--- config.mk ---
export PLATFORM = sky130hd
export DESIGN_NAME = i2c_eeprom_seq
export DESIGN_NICKNAME = d
export VERILOG_FILES = /design/src/rtl/i2c_seq_pkg.sv /design/src/rtl/i2c_quarter_timer.sv /design/src/rtl/i2c_sym_engine.sv /design/src/rtl/i2c_eeprom_seq.sv
export SDC_FILE = /design/constraint.sdc
export NUM_CORES = 1
export LEC_CHECK = 0
export BUFFER_PORTS_ARGS = -buffer_cell sky130_fd_sc_hd__buf_2
export CAP_MARGIN = 20
export CORE_MARGIN = 10
export CORE_UTILIZATION = 35
export CTS_CLUSTER_DIAMETER = 150
export DETAILED_ROUTE_END_ITERATION = 8
export PLACE_DENSITY_LB_ADDON = 0.25
export RECOVER_POWER = 100
export SLEW_MARGIN = 40
export SYNTH_ARGS = -nofsm -noshare
export SYNTH_HDL_FRONTEND = slang
export SYNTH_SLANG_ARGS = --single-unit
--- constraint.sdc ---
create_clock -name clk -period 6.5 [get_ports clk]
set_input_delay 1.3 -clock clk [delete_from_list [all_inputs] [get_ports clk]]
set_output_delay 1.3 -clock clk [all_outputs]
set_load 0.02 [all_outputs]
--- src/rtl/i2c_seq_pkg.sv ---
package i2c_seq_pkg;

    typedef enum logic [1:0] {
        SYM_START,
        SYM_STOP,
        SYM_BIT
    } sym_e;

    typedef enum logic [3:0] {
        S_IDLE,
        S_START,
        S_DEVW,
        S_WORD,
        S_WDATA,
        S_RSTART,
        S_DEVR,
        S_RDATA,
        S_STOP
    } state_e;

    // Line levels for one quarter of a symbol: {scl, sda pull-down}.
    function automatic logic [1:0] sym_drive(sym_e s, logic [1:0] q, logic b);
        logic [1:0] r;
        unique case (s)
            SYM_START: r = {(q == 2'd1) || (q == 2'd2), q[1]};
            SYM_STOP:  r = {q != 2'd0, q[1] == 1'b0};
            default:   r = {(q == 2'd1) || (q == 2'd2), ~b};
        endcase
        return r;
    endfunction

endpackage

--- src/rtl/i2c_quarter_timer.sv ---
module i2c_quarter_timer #(
    parameter int DIV_W = 8
) (
    input  logic             clk,
    input  logic             rst_n,
    input  logic             en,
    input  logic [DIV_W-1:0] div,
    output logic             tick
);
    logic [DIV_W-1:0] cnt;

    assign tick = en && (cnt == div);

    always_ff @(posedge clk or negedge rst_n) begin
        if (!rst_n)            cnt <= '0;
        else if (!en || tick)  cnt <= '0;
        else                   cnt <= cnt + 1'b1;
    end
endmodule

--- src/rtl/i2c_sym_engine.sv ---
module i2c_sym_engine
    import i2c_seq_pkg::*;
#(
    parameter int DIV_W = 8
) (
    input  logic             clk,
    input  logic             rst_n,
    input  logic [DIV_W-1:0] div,
    input  logic             go,
    input  sym_e             sym_i,
    input  logic             bit_i,
    input  logic             sda_i,
    output logic             done_o,
    output logic             rx_bit_o,
    output logic             scl_o,
    output logic             sda_oe_o
);
    logic       active;
    logic [1:0] q;
    sym_e       sym_r;
    logic       bit_r;
    logic       tick;

    i2c_quarter_timer #(.DIV_W(DIV_W)) timer_i (
        .clk   (clk),
        .rst_n (rst_n),
        .en    (active),
        .div   (div),
        .tick  (tick)
    );

    assign done_o = active && tick && (q == 2'd3);

    // Symbol sequencing: latch the request, step the quarters, sample mid-high.
    always_ff @(posedge clk or negedge rst_n) begin
        if (!rst_n) begin
            active   <= 1'b0;
            q        <= 2'd0;
            sym_r    <= SYM_STOP;
            bit_r    <= 1'b1;
            rx_bit_o <= 1'b1;
        end else if (!active) begin
            if (go) begin
                active <= 1'b1;
                q      <= 2'd0;
                sym_r  <= sym_i;
                bit_r  <= bit_i;
            end
        end else if (tick) begin
            q <= q + 2'd1;
            if (q == 2'd1) rx_bit_o <= sda_i;
            if (q == 2'd3) active   <= 1'b0;
        end
    end

    // Registered line drive, held between symbols.
    always_ff @(posedge clk or negedge rst_n) begin
        if (!rst_n) begin
            scl_o    <= 1'b1;
            sda_oe_o <= 1'b0;
        end else if (active) begin
            {scl_o, sda_oe_o} <= sym_drive(sym_r, q, bit_r);
        end
    end
endmodule

--- src/rtl/i2c_eeprom_seq.sv ---
module i2c_eeprom_seq
    import i2c_seq_pkg::*;
#(
    parameter int DIV_W = 8,
    parameter int LEN_W = 8
) (
    input  logic             clk,
    input  logic             rst_n,
    input  logic [DIV_W-1:0] cfg_qdiv,
    input  logic [6:0]       cfg_dev_addr,
    input  logic [7:0]       cfg_word_addr,
    input  logic [7:0]       cfg_wr_data,
    input  logic [LEN_W-1:0] cfg_burst_len,
    input  logic             cfg_skip_word,
    input  logic             cmd_start,
    input  logic             cmd_read,
    input  logic             err_clr,
    output logic [7:0]       rd_data,
    output logic             rd_valid,
    output logic             busy,
    output logic             err,
    output logic             scl_o,
    output logic             sda_oe_o,
    input  logic             sda_i
);
    localparam int BYTE_W  = 8;
    localparam int BCNT_W  = $clog2(BYTE_W + 1);
    localparam logic [BCNT_W-1:0] ACK_SLOT = BCNT_W'(BYTE_W);

    state_e             state, state_n;
    logic               boot_pend;
    logic               op_rd, op_skip;
    logic [6:0]         dev_r;
    logic [7:0]         word_r, wdata_r;
    logic [LEN_W-1:0]   remaining;
    logic [BYTE_W-1:0]  sh;
    logic [BCNT_W-1:0]  bit_cnt;
    sym_e               sym;
    logic               sym_bit, sym_done, rx_bit;
    logic               is_tx, at_ack, last_byte, launch;

    assign is_tx     = (state == S_DEVW) || (state == S_WORD) ||
                       (state == S_WDATA) || (state == S_DEVR);
    assign at_ack    = (bit_cnt == ACK_SLOT);
    assign last_byte = (remaining == LEN_W'(1));
    assign launch    = (state == S_IDLE) && (boot_pend || cmd_start);
    assign busy      = (state != S_IDLE);

    i2c_sym_engine #(.DIV_W(DIV_W)) eng_i (
        .clk      (clk),
        .rst_n    (rst_n),
        .div      (cfg_qdiv),
        .go       (busy),
        .sym_i    (sym),
        .bit_i    (sym_bit),
        .sda_i    (sda_i),
        .done_o   (sym_done),
        .rx_bit_o (rx_bit),
        .scl_o    (scl_o),
        .sda_oe_o (sda_oe_o)
    );

    // Symbol request for the current state.
    always_comb begin
        sym     = SYM_BIT;
        sym_bit = 1'b1;
        unique case (state)
            S_START, S_RSTART: sym = SYM_START;
            S_STOP:            sym = SYM_STOP;
            S_RDATA:           sym_bit = at_ack ? last_byte : 1'b1;
            default:           sym_bit = at_ack ? 1'b1 : sh[BYTE_W-1];
        endcase
    end

    // Next-state logic.
    always_comb begin
        state_n = state;
        unique case (state)
            S_IDLE:   if (launch) state_n = S_START;
            S_START:  if (sym_done) state_n = S_DEVW;
            S_RSTART: if (sym_done) state_n = S_DEVR;
            S_DEVW, S_WORD, S_WDATA, S_DEVR: begin
                if (sym_done && at_ack) begin
                    if (rx_bit) state_n = S_STOP;
                    else begin
                        unique case (state)
                            S_DEVW:  state_n = !op_skip ? S_WORD : (op_rd ? S_RSTART : S_WDATA);
                            S_WORD:  state_n = op_rd ? S_RSTART : S_WDATA;
                            S_WDATA: state_n = S_STOP;
                            default: state_n = S_RDATA;
                        endcase
                    end
                end
            end
            S_RDATA:  if (sym_done && at_ack && last_byte) state_n = S_STOP;
            S_STOP:   if (sym_done) state_n = S_IDLE;
            default:  state_n = S_IDLE;
        endcase
    end

    always_ff @(posedge clk or negedge rst_n) begin
        if (!rst_n) state <= S_IDLE;
        else        state <= state_n;
    end

    // Datapath and outputs.
    always_ff @(posedge clk or negedge rst_n) begin
        if (!rst_n) begin
            boot_pend <= 1'b1;
            op_rd     <= 1'b0;
            op_skip   <= 1'b0;
            dev_r     <= '0;
            word_r    <= '0;
            wdata_r   <= '0;
            remaining <= '0;
            sh        <= '0;
            bit_cnt   <= '0;
            rd_data   <= '0;
            rd_valid  <= 1'b0;
            err       <= 1'b0;
        end else begin
            rd_valid <= 1'b0;
            if (err_clr) err <= 1'b0;
            if (launch) begin
                boot_pend <= 1'b0;
                op_rd     <= boot_pend || cmd_read;
                op_skip   <= cfg_skip_word;
                dev_r     <= cfg_dev_addr;
                word_r    <= cfg_word_addr;
                wdata_r   <= cfg_wr_data;
                remaining <= (!boot_pend || cfg_burst_len == '0) ? LEN_W'(1) : cfg_burst_len;
            end else if (sym_done) begin
                if (state == S_START || state == S_RSTART) begin
                    sh      <= {dev_r, state == S_RSTART};
                    bit_cnt <= '0;
                end else if (is_tx) begin
                    if (!at_ack) begin
                        sh      <= {sh[BYTE_W-2:0], 1'b0};
                        bit_cnt <= bit_cnt + 1'b1;
                    end else begin
                        bit_cnt <= '0;
                        if (rx_bit) err <= 1'b1;
                        sh <= (state_n == S_WORD) ? word_r : wdata_r;
                    end
                end else if (state == S_RDATA) begin
                    if (!at_ack) begin
                        sh      <= {sh[BYTE_W-2:0], rx_bit};
                        bit_cnt <= bit_cnt + 1'b1;
                    end else begin
                        rd_data   <= sh;
                        rd_valid  <= 1'b1;
                        remaining <= remaining - 1'b1;
                        bit_cnt   <= '0;
                    end
                end
            end
        end
    end
endmodule

[Word-level counts from Yosys, hierarchy flattened]
Index checks and enable logic that the tools add are counted.
Cells by class
  $add $sub $neg: 4
  muxes and demuxes: 54
  reduce and logical (&&, ||, !) cells: 37
  bitwise logic cells: 6
  equal/unequal tests: 20
Operators by type and width (count)
  two-way mux 8 bit: 14
  two-way mux 4 bit: 12
  one-hot mux 4 bit (6 select lines): 1
  two-way mux 1 bit: 20
  == test 4 x 3 -> 1 bit, second input constant: 4
  == test 4 x 2 -> 1 bit, second input constant: 3
  one-hot mux 4 bit (3 select lines): 1
  nonzero test 2 bit: 5
  logical OR 1 bit: 9
  adder 8 x 1 -> 8 bit, second input constant: 1
  == test 4 bit, second input constant: 2
  == test 8 x 1 -> 1 bit, second input constant: 1
  == test 8 bit: 1
  zero test 8 bit: 1
  one-hot mux 2 bit (2 select lines): 2
  subtractor 8 x 1 -> 8 bit, second input constant: 1
  logical AND 1 bit: 6
  two-way mux 2 bit: 3
  NOT 1 bit: 6
  AND reduction 3 bit: 2
  AND reduction 6 bit: 1
  AND reduction 5 bit: 1
  adder 4 x 1 -> 4 bit, second input constant: 1
  == test 2 x 1 -> 1 bit, second input constant: 2
  other kinds (17): 21
Storage, ports and cells
  logic and storage cells: 142
  flip-flop bits (word level): 77
  output and inout port bits: 13

[Depth between registers and ports, before layout]
  depth after elaboration: 13
  mapped depth: 11
  gate-level depth less buffers: 10

[Modules after synthesis]
A second synthesis with hierarchy kept.
Second synthesis, totals
  cells, all modules: 467
  area, all modules: 4271.6 µm²
Modules (own cells, without submodules)
  i2c_eeprom_seq: area an instance 3303.2 µm², instances 1, sequential area each 1502.7 µm², cells an instance 383
  i2c_quarter_timer: area an instance 500.5 µm², instances 1, sequential area each 200.2 µm², cells an instance 46
  i2c_sym_engine: area an instance 467.9 µm², instances 1, sequential area each 230.2 µm², cells an instance 38

[Least setup slack after synthesis]
No wires, ideal clock.
  kind: input to register
  start: in cfg_qdiv[3]
  end: reg sh[1]
  library setup time: 95 ps
  path slack: 2990 ps
  path buffers: 0
  data required time: 6405 ps
  cell stages on the path: 8
  arrival: 3415 ps
  cells stage by stage: xor2_1 -> nor4_2 -> nand3_1 -> o21ai_0 -> o221ai_1 -> nor3b_4 -> mux2_2 -> o31ai_1
Between the ends
  longest elaborated chain between the ends: 13
  elaborated cells on any way between the ends: 18
  those cells by class: eq/ne (2); mux (10); reduce/logical (6)
RTL lines
  from (decl): line i2c_eeprom_seq.sv:9  | input logic [DIV_W-1:0] cfg_qdiv,
  == test 8 bit *: line i2c_quarter_timer.sv:12  | assign tick = en && (cnt == div);
  logical AND 1 bit *: line i2c_quarter_timer.sv:12
  logical AND 1 bit * (2 in a row): line i2c_sym_engine.sv:32  | assign done_o = active && tick && (q == 2'd3);
  logical AND 1 bit: line i2c_eeprom_seq.sv:83, i2c_eeprom_seq.sv:95
  logical AND 1 bit: line i2c_eeprom_seq.sv:95  | S_RDATA: if (sym_done && at_ack && last_byte) state_n = S_STOP;
  two-way mux 4 bit: line i2c_eeprom_seq.sv:95
  one-hot mux 4 bit (6 select lines) *: line i2c_eeprom_seq.sv:78  | unique case (state)
  named net state_n[2]: line i2c_eeprom_seq.sv:30  | state_e state, state_n;
  == test 4 x 2 -> 1 bit *: line i2c_eeprom_seq.sv:143  | sh <= (state_n == S_WORD) ? word_r : wdata_r;
  two-way mux 8 bit *: line i2c_eeprom_seq.sv:143
  two-way mux 8 bit *: line i2c_eeprom_seq.sv:137  | if (!at_ack) begin
  two-way mux 8 bit *: line i2c_eeprom_seq.sv:136  | end else if (is_tx) begin
  two-way mux 8 bit *: line i2c_eeprom_seq.sv:133  | if (state == S_START || state == S_RSTART) begin
  to (signal assigned): line i2c_eeprom_seq.sv:134  | sh <= {dev_r, state == S_RSTART};
  to (signal assigned): line i2c_eeprom_seq.sv:138  | sh <= {sh[BYTE_W-2:0], 1'b0};
  to (signal assigned): line i2c_eeprom_seq.sv:143
  to (decl): line i2c_eeprom_seq.sv:36  | logic [BYTE_W-1:0] sh;
Mark *: on every way through the listed nets, which the timed path passes. The rest lies on a longest branch.
A chain may end at the register's enable or synchronous reset.

[Worst setup path after layout]
  start: reg state[0]
  end: reg sh[2]
Between the ends
  longest elaborated chain between the ends: 10
  elaborated cells on any way between the ends: 33
  those cells by class: eq/ne (10); mux (13); bitwise (1); reduce/logical (9)
RTL lines
  from (decl): line i2c_eeprom_seq.sv:30
  from (signal assigned): line i2c_eeprom_seq.sv:103  | else state <= state_n;
  == test 4 x 3 -> 1 bit or == test 4 x 2 -> 1 bit (tied branches)
  one-hot mux 4 bit (3 select lines): line i2c_eeprom_seq.sv:86  | unique case (state)
  two-way mux 4 bit: line i2c_eeprom_seq.sv:84  | if (rx_bit) state_n = S_STOP;
  two-way mux 4 bit: line i2c_eeprom_seq.sv:83  | if (sym_done && at_ack) begin
  one-hot mux 4 bit (6 select lines): line i2c_eeprom_seq.sv:78
  == test 4 x 2 -> 1 bit: line i2c_eeprom_seq.sv:143
  two-way mux 8 bit: line i2c_eeprom_seq.sv:143
  two-way mux 8 bit: line i2c_eeprom_seq.sv:137
  two-way mux 8 bit: line i2c_eeprom_seq.sv:136
  two-way mux 8 bit: line i2c_eeprom_seq.sv:133
Several ways; a longest one is shown, not always the timed one.

==> results.rst <==
.. list-table::
   :header-rows: 1

   * - Metric
     - Value
   * - Final total power
     - approximately 1.8 mW
   * - GRT Util Overall
     - between 10% and 20%
   * - Biggest fanout along the worst timing path
     - 36
   * - Mapped Cells
     - 386
   * - Critical Setup Path Class
     - register to register
   * - Register bit count reported by yosys
     - 77
   * - Beginning of the critical path
     - state[0]
   * - Cell area after synthesis
     - 0.00398 mm^2
   * - Post CTS Setup Buffer Count
     - 0
   * - Final setup violation count
     - 0
   * - Most used routing layer
     - met2
   * - Count of nets after finishing
     - a little under 500
   * - Data required time at the worst endpoint
     - 6.74 ns
   * - Element type at the critical path end
     - register
   * - Post-route ant nets
     - 0
   * - Routed wirelength normalized by instance count
     - 15.7 um
   * - Sequential share of the synthesized area
     - 48.6%
   * - Worst setup path end
     - sh[2]
   * - Worst hold slack
     - 0.500 ns
   * - Power density over cell area
     - roughly 380 mW/mm^2
   * - Logic depth of the worst register-to-register path
     - 9
   * - First DRT Iteration DRCs
     - 213
   * - Hold Vio Cnt, Final
     - 0
   * - Core area
     - 0.0110 mm^2
   * - Cell-by-cell listing of the critical path
     - nor4_1, clkbuf_1, inv_1, nor2_2, clkbuf_1, a311oi_1, nor3b_1, mux2_2, o31ai_1
   * - Data arrival, critical path
     - 4.99 ns
   * - Hold Buf Count CTS
     - 0
   * - Static Leakage
     - 2.13 nW
   * - Most frequent cell after synthesis
     - dfrtp_1
   * - Number of clock buffers inserted by TritonCTS
     - 9
   * - Worst Hold Class
     - register to register
   * - Horizontal die dimension
     - 127 um
   * - Remaining global-route overflow
     - 0
   * - Worst reg2reg setup slack
     - 1.75 ns
   * - Count of instances resized after the clock tree is built
     - 0
   * - Tcrit/Tclk final
     - 73.1%
   * - Transition time of the tightest slew-check pin
     - approximately 1.9 ns
   * - Weighted congestion at the end of routability-driven global placement
     - 0.819
   * - Top cells by instance count after synthesis
     - dfrtp_1 (72), nor2_1 (45), mux2_2 (43), nand2_1 (30), a21oi_1 (22)
   * - Reg-to-reg critical path endpoint
     - sh[2]
   * - Unrepaired setup endpoints after global routing
     - no
   * - Distinct cell type count after synthesis
     - 57
   * - Worst slack, placed
     - between 2 and 2.5 ns
   * - Maximum number of pins on one net before global-route repair
     - about 80
   * - Reg-to-reg startpoint
     - state[0]
   * - Period minus WS final
     - 4.75 ns
   * - Starting density of the core
     - 36.2%
   * - Number of warnings printed during yosys synthesis
     - 0
   * - Ports
     - 59
   * - Detailed Place HPWL
     - 6.50 mm
   * - Clock tree skew after final layout
     - 0.00643 ns
   * - Die span in y
     - about 130 um
   * - Async set-reset flop share out of synthesis
     - 100%
   * - Filler cells
     - 1084
   * - CP dominant cell by count
     - clkbuf_1
   * - Startpoint of the lowest-slack hold path
     - boot_pend
   * - Port Buffers
     - 58
   * - Worst VDD drop
     - roughly 0.00023 V
   * - First-pass detailed-route iteration total
     - 6
   * - Clock Tree Buf Depth
     - 2
   * - Met1 usage
     - between 15 and 20%
   * - Max Fclk
     - 210 MHz
   * - Clock insertion delay at the later pin of the skew report
     - 0.33 ns
   * - Status
     - complete, but fails checks
   * - Highest cell delay on the worst timing path
     - 1.36 ns
   * - Total vias in the final route
     - just over 3000
   * - Relative slew slack
     - -27.5%
   * - Number of levels in the clock H-tree
     - 3
   * - Cell taking the most area after synthesis
     - dfrtp_1
   * - Synthesized area divided by synthesized cell count
     - 10.3 um^2
   * - Clock tree from TritonCTS
     - yes
   * - Antenna Diode Count
     - 0
   * - Fraction of final layout cells sized beyond drive strength 1
     - 26.9%
   * - Area overhead of the layout relative to synthesis
     - 16.9%
   * - CTS Sinks
     - 77
   * - Violated checks
     - capacitance limit, slew limit
   * - Global Route met2 Usage
     - between 10% and 20%
   * - Max-slew violations
     - 37
   * - Number of flops mapped to enable cells by yosys
     - 0
   * - Min-Delay Path Depth
     - 1
   * - Antenna violations before repair
     - 0
   * - CTS Root Buffer Type
     - clkbuf_16
   * - Number of global-route vias before repair
     - 3131
   * - Clock slew at the register clock pins of the worst setup and hold paths
     - 0.06 ns
   * - Detailed-route vias per instance
     - 5.15
   * - Crit start category
     - register
   * - Worst path slowest cell
     - clkbuf_1
   * - Share of the synthesized area in the top cell type
     - a little under half
   * - Net count of the mapped netlist
     - 440
   * - Max Cap Viol
     - 1
   * - Most common flop cell mapped by yosys
     - dfrtp_1
   * - Global-route wire length before repair
     - approximately 16 mm
   * - Full die area
     - 0.0160 mm^2
   * - Cells taking the most area after synthesis
     - dfrtp_1 (45%), mux2_2 (12%), nor2_1 (4.2%)
   * - PnR worst setup slack
     - approximately 1.7 ns
   * - Post-Route Setup TNS
     - 0 ns
   * - Post-route DRC
     - 0
   * - Post-Route WL
     - 9.19 mm
   * - Standard-cell row count
     - 38
   * - Global-route met3 utilization
     - 4.08%
==> registers in the layout (all words and copies together) (netlist names), 2 cells and up <==
register           count
eng_i.sym_r            2
word_r                 8
eng_i.timer_i.cnt      8
wdata_r                8
remaining              8
sh                     8
dev_r                  7
rd_data                8
eng_i.q                2
state                  4
bit_cnt                4
==> final cells by class <==
cell class	instances	area [um^2]	share of cell area, %
multi-input combinational	277	1860	40.0
tap	140	175	3.77
inverter	15	56.3	1.21
clock inverter	5	81.3	1.75
sequential	77	1930	41.6
clock buffer	11	253	5.43
timing repair buffer	61	292	6.27
==> metrics by stage <==
stage               area [um^2]  cells  util, %
finish                     4650    586     42.3
global route               4650    586     42.3
floorplan                  3980    386        -
detailed placement         4370    570     39.8
CTS                        4710    586     42.8
global placement           4360    570     39.7
==> critical path: cells and delay by family, from the launching register on <==
kind,cells,cell delay (ns)
simple gates,3,1.55
compound gates,2,0.41
flops,1,0.51
buf+inv,3,1.75
mux,1,0.43
==> cell families (layout without fill, tap and decap cells) <==
logic type                 after synthesis  after routing  share of synthesized area, %
and+or+nand+nor                        133            133                          16.9
AOI/OAI and AO/OA                       77             77                          12.1
buffers and inverters                   32             92                          4.09
muxes                                   44             44                          12.4
adders and majority gates                8              8                          2.52
DFF                                     77             77                          48.6
xor gates and xnor gates                15             15                          3.30
==> routing by layer <==
layer	up-vias	part of all wire [%]
met4	0	1.1
met5	-	0
met1	1467	49
li1	1469	-
met3	10	5.7
met2	74	44
==> worst min-delay path by stage <==
stage	to	slack [ns]
6_report	boot_pend	0.50
2_1_floorplan	sh[1]	0.46
3_3_place_gp	sh[1]	0.49
3_5_place_dp	rd_data[6]	0.49
5_1_grt	boot_pend	0.51
4_1_cts	boot_pend	0.50
==> layout by cell type (no fill, tap or decap), drive strengths merged, types with 9 or more instances in the layout <==
cell	synthesis	final
a21oi	22	22
buf	4	45
clkbuf	12	27
dfrtp	72	72
inv	15	16
mux2	43	43
nand2	30	30
nor2	46	46
nor3	9	9
o21ai	18	18
or3	9	9
xor2	12	12
==> report_power, final <==
group / switching, mW / internal [mW] / leakage, nW
registers: 0.115 / 0.625 / 0.963
clock network: 0.198 / 0.358 / 0.162
logic: 0.238 / 0.229 / 1.01
Note: power is estimated with default switching activity, not from simulation.
